<file path="src/rtl/irq_ctrl_pkg.sv">
package irq_ctrl_pkg;
  typedef enum logic [2:0] {
    ST_IDLE = 3'd0,
    ST_BASE = 3'd1,
    ST_CASC = 3'd2,
    ST_MODE = 3'd3,
    ST_RUN  = 3'd4
  } setup_st_e;
endpackage

</file>
<file path="src/rtl/irq_ctrl_cfg.sv">
module irq_ctrl_cfg
  import irq_ctrl_pkg::*;
#(
  parameter int N_IRQ = 8,
  parameter int DW    = 8,
  localparam int LW   = $clog2(N_IRQ)
) (
  input  logic             clk_i,
  input  logic             rst_ni,
  input  logic             wr_en_i,
  input  logic             addr_i,
  input  logic [DW-1:0]    wdata_i,
  output logic             restart_o,
  output logic             eos_o,
  output logic             run_o,
  output logic [DW-LW-1:0] base_o,
  output logic [N_IRQ-1:0] mask_o
);
  setup_st_e           st_q;
  logic                single_q, need_mode_q;
  logic [DW-LW-1:0]    base_q;
  logic [N_IRQ-1:0]    mask_q;
  logic                data_wr;

  assign data_wr   = wr_en_i && addr_i;
  assign restart_o = wr_en_i && !addr_i && wdata_i[4];
  // non-specific close command: 001 in the top bits, bits 4:3 clear
  assign eos_o     = wr_en_i && !addr_i && (st_q == ST_RUN) &&
                     (wdata_i[7:5] == 3'b001) && (wdata_i[4:3] == 2'b00);
  assign run_o     = (st_q == ST_RUN);
  assign base_o    = base_q;
  assign mask_o    = mask_q;

  always_ff @(posedge clk_i or negedge rst_ni) begin
    if (!rst_ni) begin
      st_q        <= ST_IDLE;
      single_q    <= 1'b0;
      need_mode_q <= 1'b0;
      base_q      <= '0;
      mask_q      <= '0;
    end else if (restart_o) begin
      st_q        <= ST_BASE;
      single_q    <= wdata_i[1];
      need_mode_q <= wdata_i[0];
      mask_q      <= '0;
    end else if (data_wr) begin
      unique case (st_q)
        ST_BASE: begin
          base_q <= wdata_i[DW-1:LW];
          st_q   <= !single_q ? ST_CASC : (need_mode_q ? ST_MODE : ST_RUN);
        end
        ST_CASC: st_q   <= need_mode_q ? ST_MODE : ST_RUN;
        ST_MODE: st_q   <= ST_RUN;
        ST_RUN:  mask_q <= wdata_i[N_IRQ-1:0];
        default: ;
      endcase
    end
  end

  p_restart_clears_r1: assert property (@(posedge clk_i) disable iff (!rst_ni)
    restart_o |=> (mask_q == '0) && (st_q == ST_BASE));
  p_mask_load_r3: assert property (@(posedge clk_i) disable iff (!rst_ni)
    (data_wr && st_q == ST_RUN) |=> mask_q == $past(wdata_i[N_IRQ-1:0]));
  p_base_then_run_r2: assert property (@(posedge clk_i) disable iff (!rst_ni)
    (data_wr && st_q == ST_BASE && single_q && !need_mode_q) |=> run_o);
endmodule

</file>
<file path="src/rtl/irq_ctrl_req.sv">
module irq_ctrl_req #(
  parameter int N_IRQ = 8
) (
  input  logic             clk_i,
  input  logic             rst_ni,
  input  logic [N_IRQ-1:0] irq_i,
  input  logic             clr_all_i,
  input  logic [N_IRQ-1:0] ack_clr_i,
  output logic [N_IRQ-1:0] req_o
);
  logic [N_IRQ-1:0] prev_q, req_q, rise;

  assign rise  = irq_i & ~prev_q;
  assign req_o = req_q;

  always_ff @(posedge clk_i or negedge rst_ni) begin
    if (!rst_ni) begin
      prev_q <= '0;
      req_q  <= '0;
    end else begin
      prev_q <= irq_i;
      // a fresh edge wins over the acknowledge clear
      req_q  <= clr_all_i ? '0 : ((req_q & ~ack_clr_i) | rise);
    end
  end

  p_edge_latched_r4: assert property (@(posedge clk_i) disable iff (!rst_ni)
    !clr_all_i |=> (($past(irq_i) & ~$past(prev_q)) & ~req_q) == '0);
  p_no_spurious_set_r4: assert property (@(posedge clk_i) disable iff (!rst_ni)
    (!clr_all_i && ack_clr_i == '0) |=> (req_q & ~$past(req_q) & ~$past(rise)) == '0);
endmodule

</file>
<file path="src/rtl/irq_ctrl_prio.sv">
module irq_ctrl_prio #(
  parameter int N_IRQ = 8,
  localparam int LW   = $clog2(N_IRQ)
) (
  input  logic             clk_i,
  input  logic             rst_ni,
  input  logic             run_i,
  input  logic             clr_all_i,
  input  logic             eos_i,
  input  logic             ack_i,
  input  logic [N_IRQ-1:0] req_i,
  input  logic [N_IRQ-1:0] mask_i,
  output logic             present_o,
  output logic [LW-1:0]    win_o,
  output logic [N_IRQ-1:0] ack_clr_o
);
  logic [N_IRQ-1:0] srv_q, elig, eos_clr;
  logic [LW-1:0]    win, top;
  logic             found, srv_any;

  assign elig    = req_i & ~mask_i;
  assign srv_any = |srv_q;

  // downward scan leaves the lowest set index, i.e. highest priority
  always_comb begin
    win   = '0;
    found = 1'b0;
    top   = '0;
    for (int i = N_IRQ-1; i >= 0; i--) begin
      if (elig[i]) begin
        win   = LW'(i);
        found = 1'b1;
      end
      if (srv_q[i]) top = LW'(i);
    end
  end

  assign present_o = run_i && found && (!srv_any || (win < top));
  assign win_o     = win;
  assign ack_clr_o = (ack_i && present_o) ? (N_IRQ'(1) << win) : '0;
  assign eos_clr   = (eos_i && srv_any) ? (N_IRQ'(1) << top) : '0;

  always_ff @(posedge clk_i or negedge rst_ni) begin
    if (!rst_ni)        srv_q <= '0;
    else if (clr_all_i) srv_q <= '0;
    else                srv_q <= (srv_q & ~eos_clr) | ack_clr_o;
  end

  p_ack_to_service_r6: assert property (@(posedge clk_i) disable iff (!rst_ni)
    (ack_i && present_o && !clr_all_i && !eos_i) |=> srv_q[$past(win_o)]);
  p_close_one_level_r8: assert property (@(posedge clk_i) disable iff (!rst_ni)
    (eos_i && !ack_i && !clr_all_i && srv_any) |=>
      $countones(srv_q) == $countones($past(srv_q)) - 1);
  p_spurious_idle_r7: assert property (@(posedge clk_i) disable iff (!rst_ni)
    (ack_i && !present_o && !eos_i && !clr_all_i) |=> $stable(srv_q));
endmodule

</file>
<file path="src/rtl/irq_ctrl.sv">
module irq_ctrl #(
  parameter int N_IRQ = 8,
  parameter int DW    = 8
) (
  input  logic             clk_i,
  input  logic             rst_ni,
  input  logic             wr_en_i,
  input  logic             rd_en_i,
  input  logic             addr_i,
  input  logic [DW-1:0]    wdata_i,
  output logic [DW-1:0]    rdata_o,
  input  logic [N_IRQ-1:0] irq_i,
  output logic             int_o,
  input  logic             ack_i
);
  localparam int LW = $clog2(N_IRQ);

  logic             restart, eos, run, present;
  logic [DW-LW-1:0] base;
  logic [N_IRQ-1:0] mask, req, ack_clr;
  logic [LW-1:0]    win;

  irq_ctrl_cfg #(.N_IRQ(N_IRQ), .DW(DW)) u_cfg (
    .clk_i, .rst_ni, .wr_en_i, .addr_i, .wdata_i,
    .restart_o(restart), .eos_o(eos), .run_o(run), .base_o(base), .mask_o(mask)
  );

  irq_ctrl_req #(.N_IRQ(N_IRQ)) u_req (
    .clk_i, .rst_ni, .irq_i, .clr_all_i(restart), .ack_clr_i(ack_clr), .req_o(req)
  );

  irq_ctrl_prio #(.N_IRQ(N_IRQ)) u_prio (
    .clk_i, .rst_ni, .run_i(run), .clr_all_i(restart), .eos_i(eos), .ack_i,
    .req_i(req), .mask_i(mask), .present_o(present), .win_o(win), .ack_clr_o(ack_clr)
  );

  assign int_o = present;

  always_comb begin
    if (ack_i)        rdata_o = {base, present ? win : LW'(N_IRQ-1)};
    else if (rd_en_i) rdata_o = addr_i ? DW'(mask) : DW'(req);
    else              rdata_o = '0;
  end

  p_int_needs_run_r1: assert property (@(posedge clk_i) disable iff (!rst_ni)
    !run |-> !int_o);
  p_masked_silent_r9: assert property (@(posedge clk_i) disable iff (!rst_ni)
    ((req & ~mask) == '0) |-> !int_o);
endmodule

</file>
<file path="config.mk">
export PLATFORM = sky130hd
export DESIGN_NAME = irq_ctrl
export DESIGN_NICKNAME = d
export VERILOG_FILES = /design/src/rtl/irq_ctrl_pkg.sv /design/src/rtl/irq_ctrl_cfg.sv /design/src/rtl/irq_ctrl_req.sv /design/src/rtl/irq_ctrl_prio.sv /design/src/rtl/irq_ctrl.sv
export SDC_FILE = /design/constraint.sdc
export NUM_CORES = 1
export LEC_CHECK = 0
export BUFFER_PORTS_ARGS = -buffer_cell sky130_fd_sc_hd__buf_4
export CORE_UTILIZATION = 25
export DETAILED_ROUTE_END_ITERATION = 12
export GPL_TIMING_DRIVEN = 0
export PLACE_DENSITY = 0.44
export SYNTH_ARGS = -nofsm -noshare
export SYNTH_HDL_FRONTEND = slang
export SYNTH_SLANG_ARGS = --single-unit
export TNS_END_PERCENT = 100
</file>
<file path="constraint.sdc">
create_clock -name clk_i -period 6.62 [get_ports clk_i]
set_input_delay 1.324 -clock clk_i [delete_from_list [all_inputs] [get_ports clk_i]]
set_output_delay 1.324 -clock clk_i [all_outputs]
set_load 0.01 [all_outputs]
</file>
# ---- After elaboration in Yosys (flattened, before gate mapping)
# Cells that the tools add are included.
dict set report classes {
  n_addsub 0
  multipliers 0
  div_mod_pow 0
  n_lt_le_gt_ge 1
  eq_ne 5
  n_shift 2
  n_mux 40
  bitwise 11
  reduce_logical 21
}
# cell n
set op_table {}
lappend op_table {{8-bit 2-to-1 mux} 10}
lappend op_table {{3-bit 2-to-1 mux} 21}
lappend op_table {{8-bit bitwise AND} 4}
lappend op_table {{8-bit NOT} 4}
lappend op_table {{8-bit bitwise OR} 2}
lappend op_table {{1-bit by 3-bit left shift with 8-bit output, first input constant} 2}
lappend op_table {{1-bit logical AND} 10}
lappend op_table {{3-bit one-hot mux with 3 select lines} 1}
lappend op_table {{1-bit 2-to-1 mux} 8}
lappend op_table {{8-bit OR reduction} 1}
lappend op_table {{3-bit by 1-bit == test with 1-bit output, second input constant} 2}
lappend op_table {{3-bit by 2-bit == test with 1-bit output, second input constant} 2}
lappend op_table {{2-bit AND reduction} 2}
lappend op_table {{2-bit nonzero test} 2}
lappend op_table {{4-bit nonzero test} 1}
lappend op_table {{3-bit == test, second input constant} 1}
lappend op_table {{3-bit < comparator} 1}
lappend op_table {{3-bit AND reduction} 1}
lappend op_table {{1-bit zero test} 2}
lappend op_table {{2-bit zero test} 1}
lappend op_table {{1-bit logical OR} 1}
lappend op_table {{1-bit NOT} 1}
dict set report totals {
  reg_bits 42
  latchBits 0
  ramBits 0
  mem_bits_ro 0
  in_bits 22
  output_inout_bits 9
  word_cells 88
  n_memories 0
}

# ---- Longest topological paths before layout
# Gate-level depths: netlist of run 1.
dict set report depth {
  depth_word 19
  mapped_depth 9
  ltp_nobuf 9
}

# ---- Cells and area by module
# A second synthesis of run 1 with hierarchy kept.
dict set report hier_totals {
  cells_unflattened 258
  hier_area_um2 2592.5
}
# module n_inst cells_each area_per_inst_um2 seq_area_each_um2
set by_module_without_submodules {}
lappend by_module_without_submodules {irq_ctrl_prio 1 114 878.3 200.2}
lappend by_module_without_submodules {irq_ctrl_cfg 1 76 867.1 450.4}
lappend by_module_without_submodules {irq_ctrl_req 1 41 641.9 400.4}
lappend by_module_without_submodules {irq_ctrl 1 27 205.2 0.0}

# ---- Worst setup path before layout of run 1
# No wires, ideal clock.
dict set report synth_path {
  path_type {in2out}
  from {in ack_i}
  to {out rdata_o[1]}
  arrival_ps 2007
  required_ps 5296
  path_slack_ps 3289
  path_stages 3
  path_buffers 1
  cell_sequence {clkbuf_1 > nand2b_1 > o21ai_0}
}
dict set report synth_between {
  elab_chain_len 1
}
# element line
set synth_rtl {}
lappend synth_rtl {{from (decl)} irq_ctrl.sv:14} ;# input logic ack_i
lappend synth_rtl {{8-bit 2-to-1 mux} irq_ctrl.sv:40} ;# if (ack_i) rdata_o = {base, present ? win : LW'(N_IRQ-1)};
lappend synth_rtl {{to (decl)} irq_ctrl.sv:11} ;# output logic [DW-1:0] rdata_o,
# Every way passes these cells.

# ---- Worst setup path in the final report of run 1
dict set report layout_path {
  from {reg u_req.req_q[0], in the netlist u_req.req_o[0]}
  to {out rdata_o[1]}
}
dict set report layout_between {
  elab_chain_len 7
  elab_cells_between_ends 9
  cone_classes {order compare: 1; mux: 4; bitwise: 1; reduce/logical: 3}
}
# element line
set layout_rtl {}
lappend layout_rtl {{from (decl)} irq_ctrl_req.sv:11} ;# logic [N_IRQ-1:0] prev_q, req_q, rise;
lappend layout_rtl {{from (signal assigned)} irq_ctrl_req.sv:23} ;# req_q <= clr_all_i ? '0 : ((req_q & ~ack_clr_i) | rise);
lappend layout_rtl {{8-bit bitwise AND (*)} irq_ctrl_prio.sv:21} ;# assign elig = req_i & ~mask_i;
lappend layout_rtl {{3-bit 2-to-1 mux} irq_ctrl_prio.sv:30} ;# if (elig[i]) begin
lappend layout_rtl {{3-bit < comparator} irq_ctrl_prio.sv:38} ;# assign present_o = run_i && found && (!srv_any || (win < top));
lappend layout_rtl {{1-bit logical OR} irq_ctrl_prio.sv:38}
lappend layout_rtl {{1-bit logical AND} irq_ctrl_prio.sv:38}
lappend layout_rtl {{3-bit 2-to-1 mux (*)} irq_ctrl.sv:40}
lappend layout_rtl {{8-bit 2-to-1 mux (*)} irq_ctrl.sv:40}
# Every way passes the cells marked *; elsewhere a longest branch is shown, timed or not.

==> results.md, run 1 <==
- Top Ports: 31
- Htree depth: 2
- Hold depth: 2
- Largest net degree at the start of global routing: 43
- First-iteration detailed-routing DRC count: between 100 and 150
- Max Freq: 247 MHz
- Min Tclk post-route: about 4.0 ns
- Initial Utilization: between 20% and 30%
- Layout cells sized above 1: 20.9%
- VDD IR max: 97.3 µV
- Reg2reg path depth: 9
- Syn avg cell area: 9.47 µm²
- Die area: around 10000 µm²
- Global-route wire length before repair: roughly 11,000 µm
- CTS tree: yes
- Worst-path fanout max: 8
- Post-synthesis mux area share: 5.85%
- PD cells: 312 nW/µm²
- Worst slew pin tran: 0.691 ns
- Post_cts resized: 0
- Most numerous cell in the Yosys netlist: dfrtp_1
- Vias in the first global route: between 2k and 2.5k
- Max Cap Viol: 0
- Via density per instance: 4.69
- Inst Count DP: 410
- Leakage: 1.17 nW
- Ys flop type: dfrtp_1
- DRC: 0
- GPL Wtd Cong: about 0.79
- Critical Path RT: 5.30 ns
- Final HPWL from detailed placement: 4830 µm
- Die width: 99.5 µm
- GRT Total Usage: between 10 and 15%
- Synth cell types: 46
- Final non-filler cell total: roughly 420
- Crit start category: flop
- Setup repair bufs after CTS: 0
- Final nets: between 300 and 400
- Hold Crit Class: reg -> reg
- Ant diodes: 0
- CP Data Arrival Time: 2.72 ns
- TNS Setup: 0 ns
- Final core utilization: 30.8%
- Post-CTS Hold Buffers: 0
- Area delta synth->final: 19.7%
- Largest family of logic cells by synthesized area: simple AND/OR/NAND/NOR gates
- Most common library cells after synthesis: dfrtp_1, nand2_1, o21ai_0, nor2_1, nor2b_1
- Cts bufs inserted: 5
- FF+latch count, synth: 42
- Routed Antenna Nets: 0
- Final setup fails: 0
- Wirelength, routed: approximately 6400 µm
- Post-synth EDFFs: 0
- Compound-Gate Fraction of Synth Area: 21.5%
- Mapped Nets: 274
- Worst Setup End Kind: output port
- Worst skew pair latency: 0.29 ns
- Synthesized area: roughly 2400 µm²
- Port Buffers: 30
- Worst-path clk slew: 0.08 ns
- Clock sinks: 42
- Slew margin rel.: 53.4%
- Die height: slightly below 100 µm
- Slew Viols, Final: 0
- Post-synthesis sequential area ratio: 44.2%
- Fin crit share: 61.0%
- Simple-gate share of the synthesized area: 25.3%
- Async set or reset register ratio after synthesis: 100%
- Grt ovf: 0
- Clock Skew: 0.00608 ns
- Final Hold Fails: 0
- Crit path kind: reg -> out
- WL/cell: 15.3 µm
- Post-synth top area share: 44.2%
- RSZ-0062 raised after global routing: no
- Post-synthesis adder-cell area fraction: 0.527%
- Synth warnings: 0
- Via count: roughly 2.0k
- Drt first pass iters: 4
- Core Footprint: between 9000 and 10,000 µm²
- Initial antenna violation count: 0
- Status: completed
- Largest cells by area after synthesis: dfrtp_1, nand2_1, o21ai_0
- Post-Syn Instances: 251
- Leading area contributor after synthesis: dfrtp_1
- Clk buf depth: 2
- Row cnt: 35
- XOR/XNOR share of the synthesized area: 0%
- Clock Tree Root: clkbuf_8
[layout make-up]
type	count	area, µm²
sequential	42	1050
timing repair buffer	30	225
inverter	8	30.0
clock buffer	6	82.6
tap	129	161
fill	989	6390
buffer	6	30.0
multi-input combinational	195	1260
[cells by family (layout without fill, tap and decap cells)]
logic type,Yosys count,in the layout
buffers and inverters,14,50
adders and majority gates,1,1
DFF,42,42
and+or+nand+nor,108,108
muxes,13,13
AOI/OAI and AO/OA,73,73
[worst max-delay path: stages, from the launching register on]
cell and delay, ns:
dfrtp_1 0.41, nand2b_1 0.18, nand4_1 0.35, nor2b_1 0.23
ha_1 0.25, o21ai_1 0.17, a21oi_2 0.10, o21a_1 0.13
o31ai_1 0.24, o21ai_0 0.18, buf_4 0.18
[path summary, 6_finish.rpt]
kind,from,endpoint,slack (ns)
hold reg to reg,u_cfg.single_q,u_cfg.single_q,0.51
min in group asynchronous,rst_ni,u_req.prev_q[6],1.02
setup reg to reg,u_req.req_o[0],u_req.req_o[1],4.24
max in group asynchronous,rst_ni,u_req.req_o[1],5.21
hold / removal,u_cfg.single_q,u_cfg.single_q,0.51
setup / recovery,u_req.req_o[0],rdata_o[1],2.58
[layer usage]
metal | global-route usage [%] | vias up | wire length (µm)
li1 | - | 984 | -
met1 | 20.7 | 918 | 3320
met2 | 20.9 | 41 | 2800
met3 | 2.18 | 9 | 167
met4 | 4.41 | 0 | 93
met5 | 0 | - | 0
[power by group]
group	switching [mW]	internal, mW
logic	0.196	0.154
registers	0.0558	0.312
clock network	0.0886	0.0806
[registers in the layout (all words and copies together), names as in the netlist]
register,count
u_cfg.st_q,3
u_cfg.base_o,5
u_cfg.mask_o,8
u_req.prev_q,8
u_cfg.single_q,1
u_req.req_o,8
u_prio.srv_q,8
u_cfg.need_mode_q,1
[cell usage in the layout (no fill, tap or decap), types with 2 or more instances in the layout]
cell type   n
o311ai_0    3
a31oi_1     4
o31ai_1     4
nor2_1     15
nand3_1     5
dfrtp_1    42
o22ai_1     6
nor3_1      5
inv_1       8
nand4_1     3
or3_1       4
o21ai_0    25
clkbuf_8    6
a21oi_1     8
or4_4       2
mux2_2      7
nor2b_1    14
nand2b_1   12
clkbuf_1    5
mux2i_1     6
nand2_1    37
o221a_1     6
a21o_1      2
buf_4      30
o21ai_1     4
and2_1      2
[per-stage QoR]
stage | instance area, µm² | total power [mW] | worst slack [ns] | hold WS, ns
2_1_floorplan | 2380 | 0.615 | 3.29 | 0.469
3_3_place_gp | 2760 | 0.724 | 2.77 | 0.498
3_5_place_dp | 2760 | 0.724 | 2.80 | 0.500
4_1_cts | 2850 | 0.896 | 2.53 | 0.520
5_1_grt | 2850 | 0.955 | 2.33 | 0.551
6_report | 2850 | 0.887 | 2.58 | 0.510
Power figures use the tool's default switching activity.
==> inputs of run 2 (changes only) <==
ABC_AREA = 1   (was not set)
clock period = 3.88 ns   (was 6.62 ns; I/O delays follow)
==> results.md, run 2 <==
- Status: completed (unchanged)
- PD cells: 592 nW/µm² (was 312 nW/µm²)
- Clock Tree Root: clkbuf_8 (unchanged)
- Leakage: 1.34 nW (was 1.17 nW)
- Worst-path fanout max: 9 (was 8)
- Top Ports: 31 (unchanged)
- Clk buf depth: 2 (unchanged)
- TNS Setup: 0 ns (unchanged)
- VDD IR max: 219 µV (was 97.3 µV)
- Area delta synth->final: 21.4% (was 19.7%)
- Max Cap Viol: 0 (unchanged)
- Port Buffers: 30 (unchanged)
- Post_cts resized: 0 (unchanged)
- Largest net degree at the start of global routing: 43 (unchanged)
- Final setup fails: 0 (unchanged)
- Clock sinks: 42 (unchanged)
- Most numerous cell in the Yosys netlist: nand2_1 (was dfrtp_1)
- Most common library cells after synthesis: nand2_1, inv_1, dfrtp_1, o21ai_0, a21oi_1 (was dfrtp_1, nand2_1, o21ai_0, nor2_1, nor2b_1)
- Final nets: 351 (was 311)
- Worst skew pair latency: 0.29 ns (about the same)
- Row cnt: 33 (was 35)
- Slew Viols, Final: 0 (unchanged)
- Logic pwr share: 38.8% (was 39.4%)
- Post-synthesis sequential area ratio: 48.0% (was 44.2%)
- WL/cell: 13.1 µm (was 15.3 µm)
- Via density per instance: 4.57 (was 4.69)
- Clk pwr share: 22.5% (was 19.1%)
- Worst r2r src: u_req.req_o[5] (was u_req.req_o[0])
- Met1 wire length: 2720 µm (was 3320 µm)
- First-iteration detailed-routing DRC count: 107 (was 142)
- Crit-path most repeated cell: inv_1
- Critical Path RT: 3.10 ns (was 5.30 ns)
- CP Data Arrival Time: 2.55 ns (was 2.72 ns)
- Crit path max-delay family: compound AO/OA/AOI/OAI gates (unchanged)
- Die height: 95.6 µm (was 99.5 µm)
- Net Sw Power: 606 µW (was 340 µW)
- Crit path largest cell delay: 0.41 ns (about the same)
- Ys flop type: dfrtp_1 (unchanged)
- Wirelength, routed: 5660 µm (was 6370 µm)
- Core Footprint: 8340 µm² (was 9240 µm²)
- Sequential share of power: 38.7% (was 41.5%)
- Synth warnings: 0 (unchanged)
- Async set or reset register ratio after synthesis: 100% (unchanged)
- GPL Wtd Cong: 0.799 (was 0.793)
- Syn avg cell area: 7.52 µm² (was 9.47 µm²)
- Mapped Nets: 314 (was 274)
- Sw Ratio: 38.6% (was 38.3%)
- Post-Syn Instances: 291 (was 251)
- Commonest non-fill, non-tap cells in the layout: nand2_1, inv_1, dfrtp_1 (was dfrtp_1, nand2_1, buf_4)
- Synth cell types: 23 (was 46)
- CP max stage cell: dfrtp_1 (unchanged)
- Hold Crit Class: in -> async (was reg -> reg)
- Synthesized area: 2190 µm² (was 2380 µm²)
- Setup repair bufs after CTS: 0 (unchanged)
- Worst-path clk slew: 0.08 ns (about the same)
- Min Hold Slack: 0.468 ns (was 0.510 ns)
- Die width: 95.6 µm (was 99.5 µm)
- FF+latch count, synth: 42 (unchanged)
- Initial antenna violation count: 0 (unchanged)
- Met2 Wirelength: 2660 µm (was 2800 µm)
- Die area: 9130 µm² (was 9900 µm²)
- Leading area contributor after synthesis: dfrtp_1 (unchanged)
- Drt first pass iters: 4 (unchanged)
- Final core utilization: 31.9% (was 30.8%)
- Grt ovf: 0 (unchanged)
- Routed Antenna Nets: 0 (unchanged)
- Clock Skew: 0.0114 ns (was 0.00608 ns)
- DR WL met3: 218 µm (was 167 µm)
- FF-to-FF setup slack: 1.64 ns (was 4.24 ns)
- CP Cell Sequence: nand2_1 -> nand2_1 -> o21ai_2 -> inv_1 -> ha_1 -> inv_1 -> o21bai_1 -> inv_1 -> nand2_2 -> nand2_4 -> nand2_2 -> nor2_2 -> a22oi_1 -> buf_4 (was nand2b_1 -> nand4_1 -> nor2b_1 -> ha_1 -> o21ai_1 -> a21oi_2 -> o21a_1 -> o31ai_1 -> o21ai_0 -> buf_4)
- RSZ-0062 raised after global routing: no (unchanged)
- Cts bufs inserted: 5 (unchanged)
- Final Hold Fails: 0 (unchanged)
- DRC: 0 (unchanged)
- Top sig layer: met4 (unchanged)
- Via count: 1,979 (was 1,952)
- Vias in the first global route: 1,975 (was 2,004)
- Worst slew pin tran: 0.546 ns (was 0.691 ns)
- GRT Total Usage: 13.9% (was 14.0%)
- Reg2reg path depth: 13 (was 9)
- Max Freq: approximately 300 MHz
- Post-CTS Hold Buffers: 0 (unchanged)
- Final HPWL from detailed placement: 4340 µm (was 4830 µm)
- CTS tree: yes (unchanged)
- Largest cells by area after synthesis: dfrtp_1, nand2_1, o21ai_0 (unchanged)
- Fin crit share: 85.8%
- Layout cells sized above 1: 14.6% (was 20.9%)
- Worst Setup End Kind: output port (unchanged)
- Post-synth top area share: 48.0% (was 44.2%)
- Post-synth EDFFs: 0 (unchanged)
- Commonest non-fill, non-tap cell in the layout: nand2_1 (was dfrtp_1)
- Min Tclk post-route: 3.33 ns
- WP buf/inv: 4 (was 1)
- Crit start category: flop (unchanged)
- Slew margin rel.: 63.6% (was 53.4%)
- Htree depth: 2 (unchanged)
- Crit path kind: reg -> out (unchanged)
- Initial Utilization: 26.2% (was 25.7%)
- Global-route wire length before repair: 9590 µm (was 10,600 µm)
- Internal power: 967 µW (was 547 µW)
- Ant diodes: 0 (unchanged)
- Reg-to-Reg End: u_req.req_o[2] (was u_req.req_o[1])
[run 2: cell type report]
| type | instances | area [µm²] |
|---|---|---|
| Clock inverter | 1 | 30.0 |
| Multi-Input combinational cell | 196 | 938 |
| Tap cell | 105 | 131 |
| Clock buffer | 6 | 82.6 |
| Inverter | 49 | 184 |
| Timing Repair Buffer | 30 | 225 |
| Fill cell | 921 | 5680 |
| Sequential cell | 42 | 1050 |
| Buffer | 4 | 15.0 |
[run 2: per-stage QoR]
step	area [µm²]	total power [mW]	cells	setup WS, ns
global route	2660	1.71	433	0.343
global placement	2540	1.23	426	0.899
detailed placement	2540	1.23	426	0.898
finish	2660	1.57	433	0.553
CTS	2660	1.59	433	0.552
floorplan	2190	1.04	291	1.26
[run 2: kinds of logic (layout without fill, tap and decap cells)]
group                    after synthesis  in the layout  synth area share, %
buffers and inverters                 53             90                 9.09
AO/OA/AOI/OAI                         71             71                 17.6
flip-flops                            42             42                 48.0
AND/OR/NAND/NOR                      124            124                 24.7
adder cells (fa/ha/maj)                1              1                0.572
[run 2: power groups by stage]
stage,combinational (mW),sequential [mW],clock (mW)
CTS,0.616,0.610,0.367
finish,0.611,0.609,0.354
floorplan,0.444,0.598,0
global placement,0.609,0.617,0
detailed placement,0.613,0.618,0
global route,0.705,0.624,0.382
[run 2: how the worst max path moves through the flow]
stage	end	start	cells past startpoint
CTS	rdata_o[0]	u_req.req_o[5]	14
floorplan	rdata_o[0]	u_req.req_o[5]	13
finish	rdata_o[0]	u_req.req_o[5]	14
global placement	rdata_o[1]	u_req.req_o[5]	14
detailed placement	rdata_o[0]	u_req.req_o[5]	14
global route	rdata_o[0]	u_req.req_o[5]	14
[run 2: layer usage]
metal	GRT usage [%]	vias up
li1	-	1018
met1	18.7	914
met2	22.9	42
met3	2.15	5
met4	4.35	0
met5	0	-
==> inputs of run 3 (changes only) <==
CELL_PAD_IN_SITES_DETAIL_PLACEMENT = 1   (was not set)
CELL_PAD_IN_SITES_GLOBAL_PLACEMENT = 2   (was not set)
PLACE_DENSITY = 0.66   (was 0.44)
==> results.md, run 3 (synthesized netlist as in run 2, its figures left out) <==
- Clock sinks: 42 (unchanged)
- Commonest non-fill, non-tap cell in the layout: nand2_1 (unchanged)
- Row cnt: 33 (unchanged)
- Worst Setup End Kind: output port (unchanged)
- Max Freq: 299 MHz (was 301 MHz)
- Worst slew pin tran: 0.571 ns (was 0.546 ns)
- Vias in the first global route: 2,141 (was 1,975)
- TNS Setup: 0 ns (unchanged)
- Internal power: 882 µW (was 967 µW)
- Initial antenna violation count: 0 (unchanged)
- Min Tclk post-route: 3.35 ns (was 3.33 ns)
- Min Hold Slack: 0.472 ns (was 0.468 ns)
- Via density per instance: 4.61 (was 4.57)
- Sequential share of power: 40.1% (was 38.7%)
- Net Sw Power: 637 µW (was 606 µW)
- Initial Utilization: 26.2% (unchanged)
- DRC: 0 (unchanged)
- Status: completed (unchanged)
- Via count: 1,996 (was 1,979)
- Final nets: 351 (unchanged)
- Worst skew pair latency: 0.30 ns (was 0.29 ns)
- WL/cell: 14.4 µm (was 13.1 µm)
- Drt first pass iters: 4 (unchanged)
- Routed Antenna Nets: 0 (unchanged)
- Crit start category: flop (unchanged)
- RSZ-0062 raised after global routing: no (unchanged)
- Top Ports: 31 (unchanged)
- VDD IR max: 171 µV (was 219 µV)
- GPL Wtd Cong: 0.792 (was 0.799)
- Commonest non-fill, non-tap cells in the layout: nand2_1, inv_1, dfrtp_1 (unchanged)
- Area delta synth->final: 19.9% (was 21.4%)
- Final Hold Fails: 0 (unchanged)
- Critical Path RT: 3.10 ns (about the same)
- Global-route wire length before repair: 10,400 µm (was 9590 µm)
- Final HPWL from detailed placement: 4860 µm (was 4340 µm)
- First-iteration detailed-routing DRC count: 85 (was 107)
- Post-CTS Hold Buffers: 0 (unchanged)
- Clock Tree Root: clkbuf_8 (unchanged)
- Crit-path most repeated cell: inv_1 (unchanged)
- Ant diodes: 0 (unchanged)
- Port Buffers: 30 (unchanged)
- Leakage: 1.33 nW (was 1.34 nW)
- CP max stage cell: dfrtp_1 (unchanged)
- CTS tree: yes (unchanged)
- Crit path max-delay family: compound AO/OA/AOI/OAI gates (unchanged)
- Slew Viols, Final: 0 (unchanged)
- Clk pwr share: 18.2% (was 22.5%)
- Wirelength, routed: 6230 µm (was 5660 µm)
- CP Data Arrival Time: 2.57 ns (was 2.55 ns)
- Sw Ratio: 42.0% (was 38.6%)
- GRT Total Usage: 15.2% (was 13.9%)
- Layout cells sized above 1: 14.6% (unchanged)
- WP buf/inv: 4 (unchanged)
- Clk buf depth: 2 (unchanged)
- Logic pwr share: 41.8% (was 38.8%)
- PD cells: 579 nW/µm² (was 592 nW/µm²)
- Cts bufs inserted: 5 (unchanged)
- Post_cts resized: 0 (unchanged)
- Worst-path fanout max: 9 (unchanged)
- Crit path largest cell delay: 0.40 ns (was 0.41 ns)
- CP Cell Sequence: nand2_1 -> nand2_1 -> o21ai_2 -> inv_1 -> ha_1 -> inv_1 -> o21bai_1 -> inv_1 -> nand2_2 -> nand2_4 -> nand2_2 -> nor2_2 -> a22oi_1 -> buf_4 (unchanged)
- Die height: 95.6 µm (unchanged)
- Fin crit share: 86.3% (was 85.8%)
- Grt ovf: 0 (unchanged)
- Max Cap Viol: 0 (unchanged)
- Setup repair bufs after CTS: 0 (unchanged)
- Hold Crit Class: in -> async (unchanged)
- Largest net degree at the start of global routing: 43 (unchanged)
- Htree depth: 2 (unchanged)
- Crit path kind: reg -> out (unchanged)
- Worst-path clk slew: 0.09 ns (was 0.08 ns)
- Slew margin rel.: 61.9% (was 63.6%)
- Clock Skew: 0.00980 ns (was 0.0114 ns)
- Die width: 95.6 µm (unchanged)
- Final setup fails: 0 (unchanged)
- Die area: 9130 µm² (unchanged)
- Core Footprint: 8340 µm² (unchanged)
[run 3: cell count changes in the layout (fill, tap and decap cells not counted)]
cell | before | now
clkinv_2 | 0 | 2
bufinv_16 | 1 | 0
clkbuf_8 | 6 | 5
[run 3: worst reg2reg max path, delay by kind of cell, from the launching register on]
family | cells | cell delay, ns
fa+ha+maj | 1 | 0.30
buf+inv | 3 | 0.32
compound gates | 3 | 0.44
simple gates | 6 | 0.69
flops | 1 | 0.40
[run 3: final timing paths]
kind,start,end,slack [ns],depth (start not counted)
max,u_req.req_o[5],rdata_o[0],0.53,14
min,rst_ni,u_cfg.st_q[2],0.47,1
max reg2reg,u_req.req_o[5],u_req.req_o[3],1.60,13
min reg2reg,u_req.prev_q[1],u_req.req_o[1],0.50,3
max in group asynchronous,rst_ni,u_prio.srv_q[2],3.02,1
min in group clk_i,u_req.prev_q[1],u_req.req_o[1],0.50,3
[run 3: routing by layer]
metal	vias to the layer above	GRT usage, %	share of wire (%)
met5	-	0	0
met4	0	4.10	1.2
met3	7	2.23	2.5
met2	25	25.6	47
met1	951	20.4	49
li1	1013	-	-
[run 3: stage by stage]
step / util, % / setup WS (ns) / instances / total power, mW / instance area [µm²]
finish: 31.5 / 0.530 / 433 / 1.52 / 2620
global route: 31.5 / 0.266 / 433 / 1.66 / 2620
CTS: 31.5 / 0.504 / 433 / 1.54 / 2620
detailed placement: 30.5 / 0.852 / 426 / 1.26 / 2540
global placement: 30.5 / 0.862 / 426 / 1.25 / 2540
floorplan: - / 1.26 / 291 / 1.04 / 2190
[run 3: layout make-up]
| cell class | count | area (µm²) |
|---|---|---|
| fill | 1062 | 5720 |
| sequential | 42 | 1050 |
| multi-input combinational | 196 | 938 |
| timing repair buffer | 30 | 225 |
| inverter | 49 | 184 |
| tap | 105 | 131 |
| clock buffer | 5 | 68.8 |
| buffer | 4 | 15.0 |
| clock inverter | 2 | 10.0 |
[run 3: power groups by stage]
stage / logic [mW] / clock network [mW] / registers, mW
2_1_floorplan: 0.444 / 0 / 0.598
4_1_cts: 0.642 / 0.290 / 0.610
6_report: 0.634 / 0.276 / 0.608
3_5_place_dp: 0.638 / 0 / 0.619
3_3_place_gp: 0.631 / 0 / 0.616
5_1_grt: 0.731 / 0.301 / 0.626
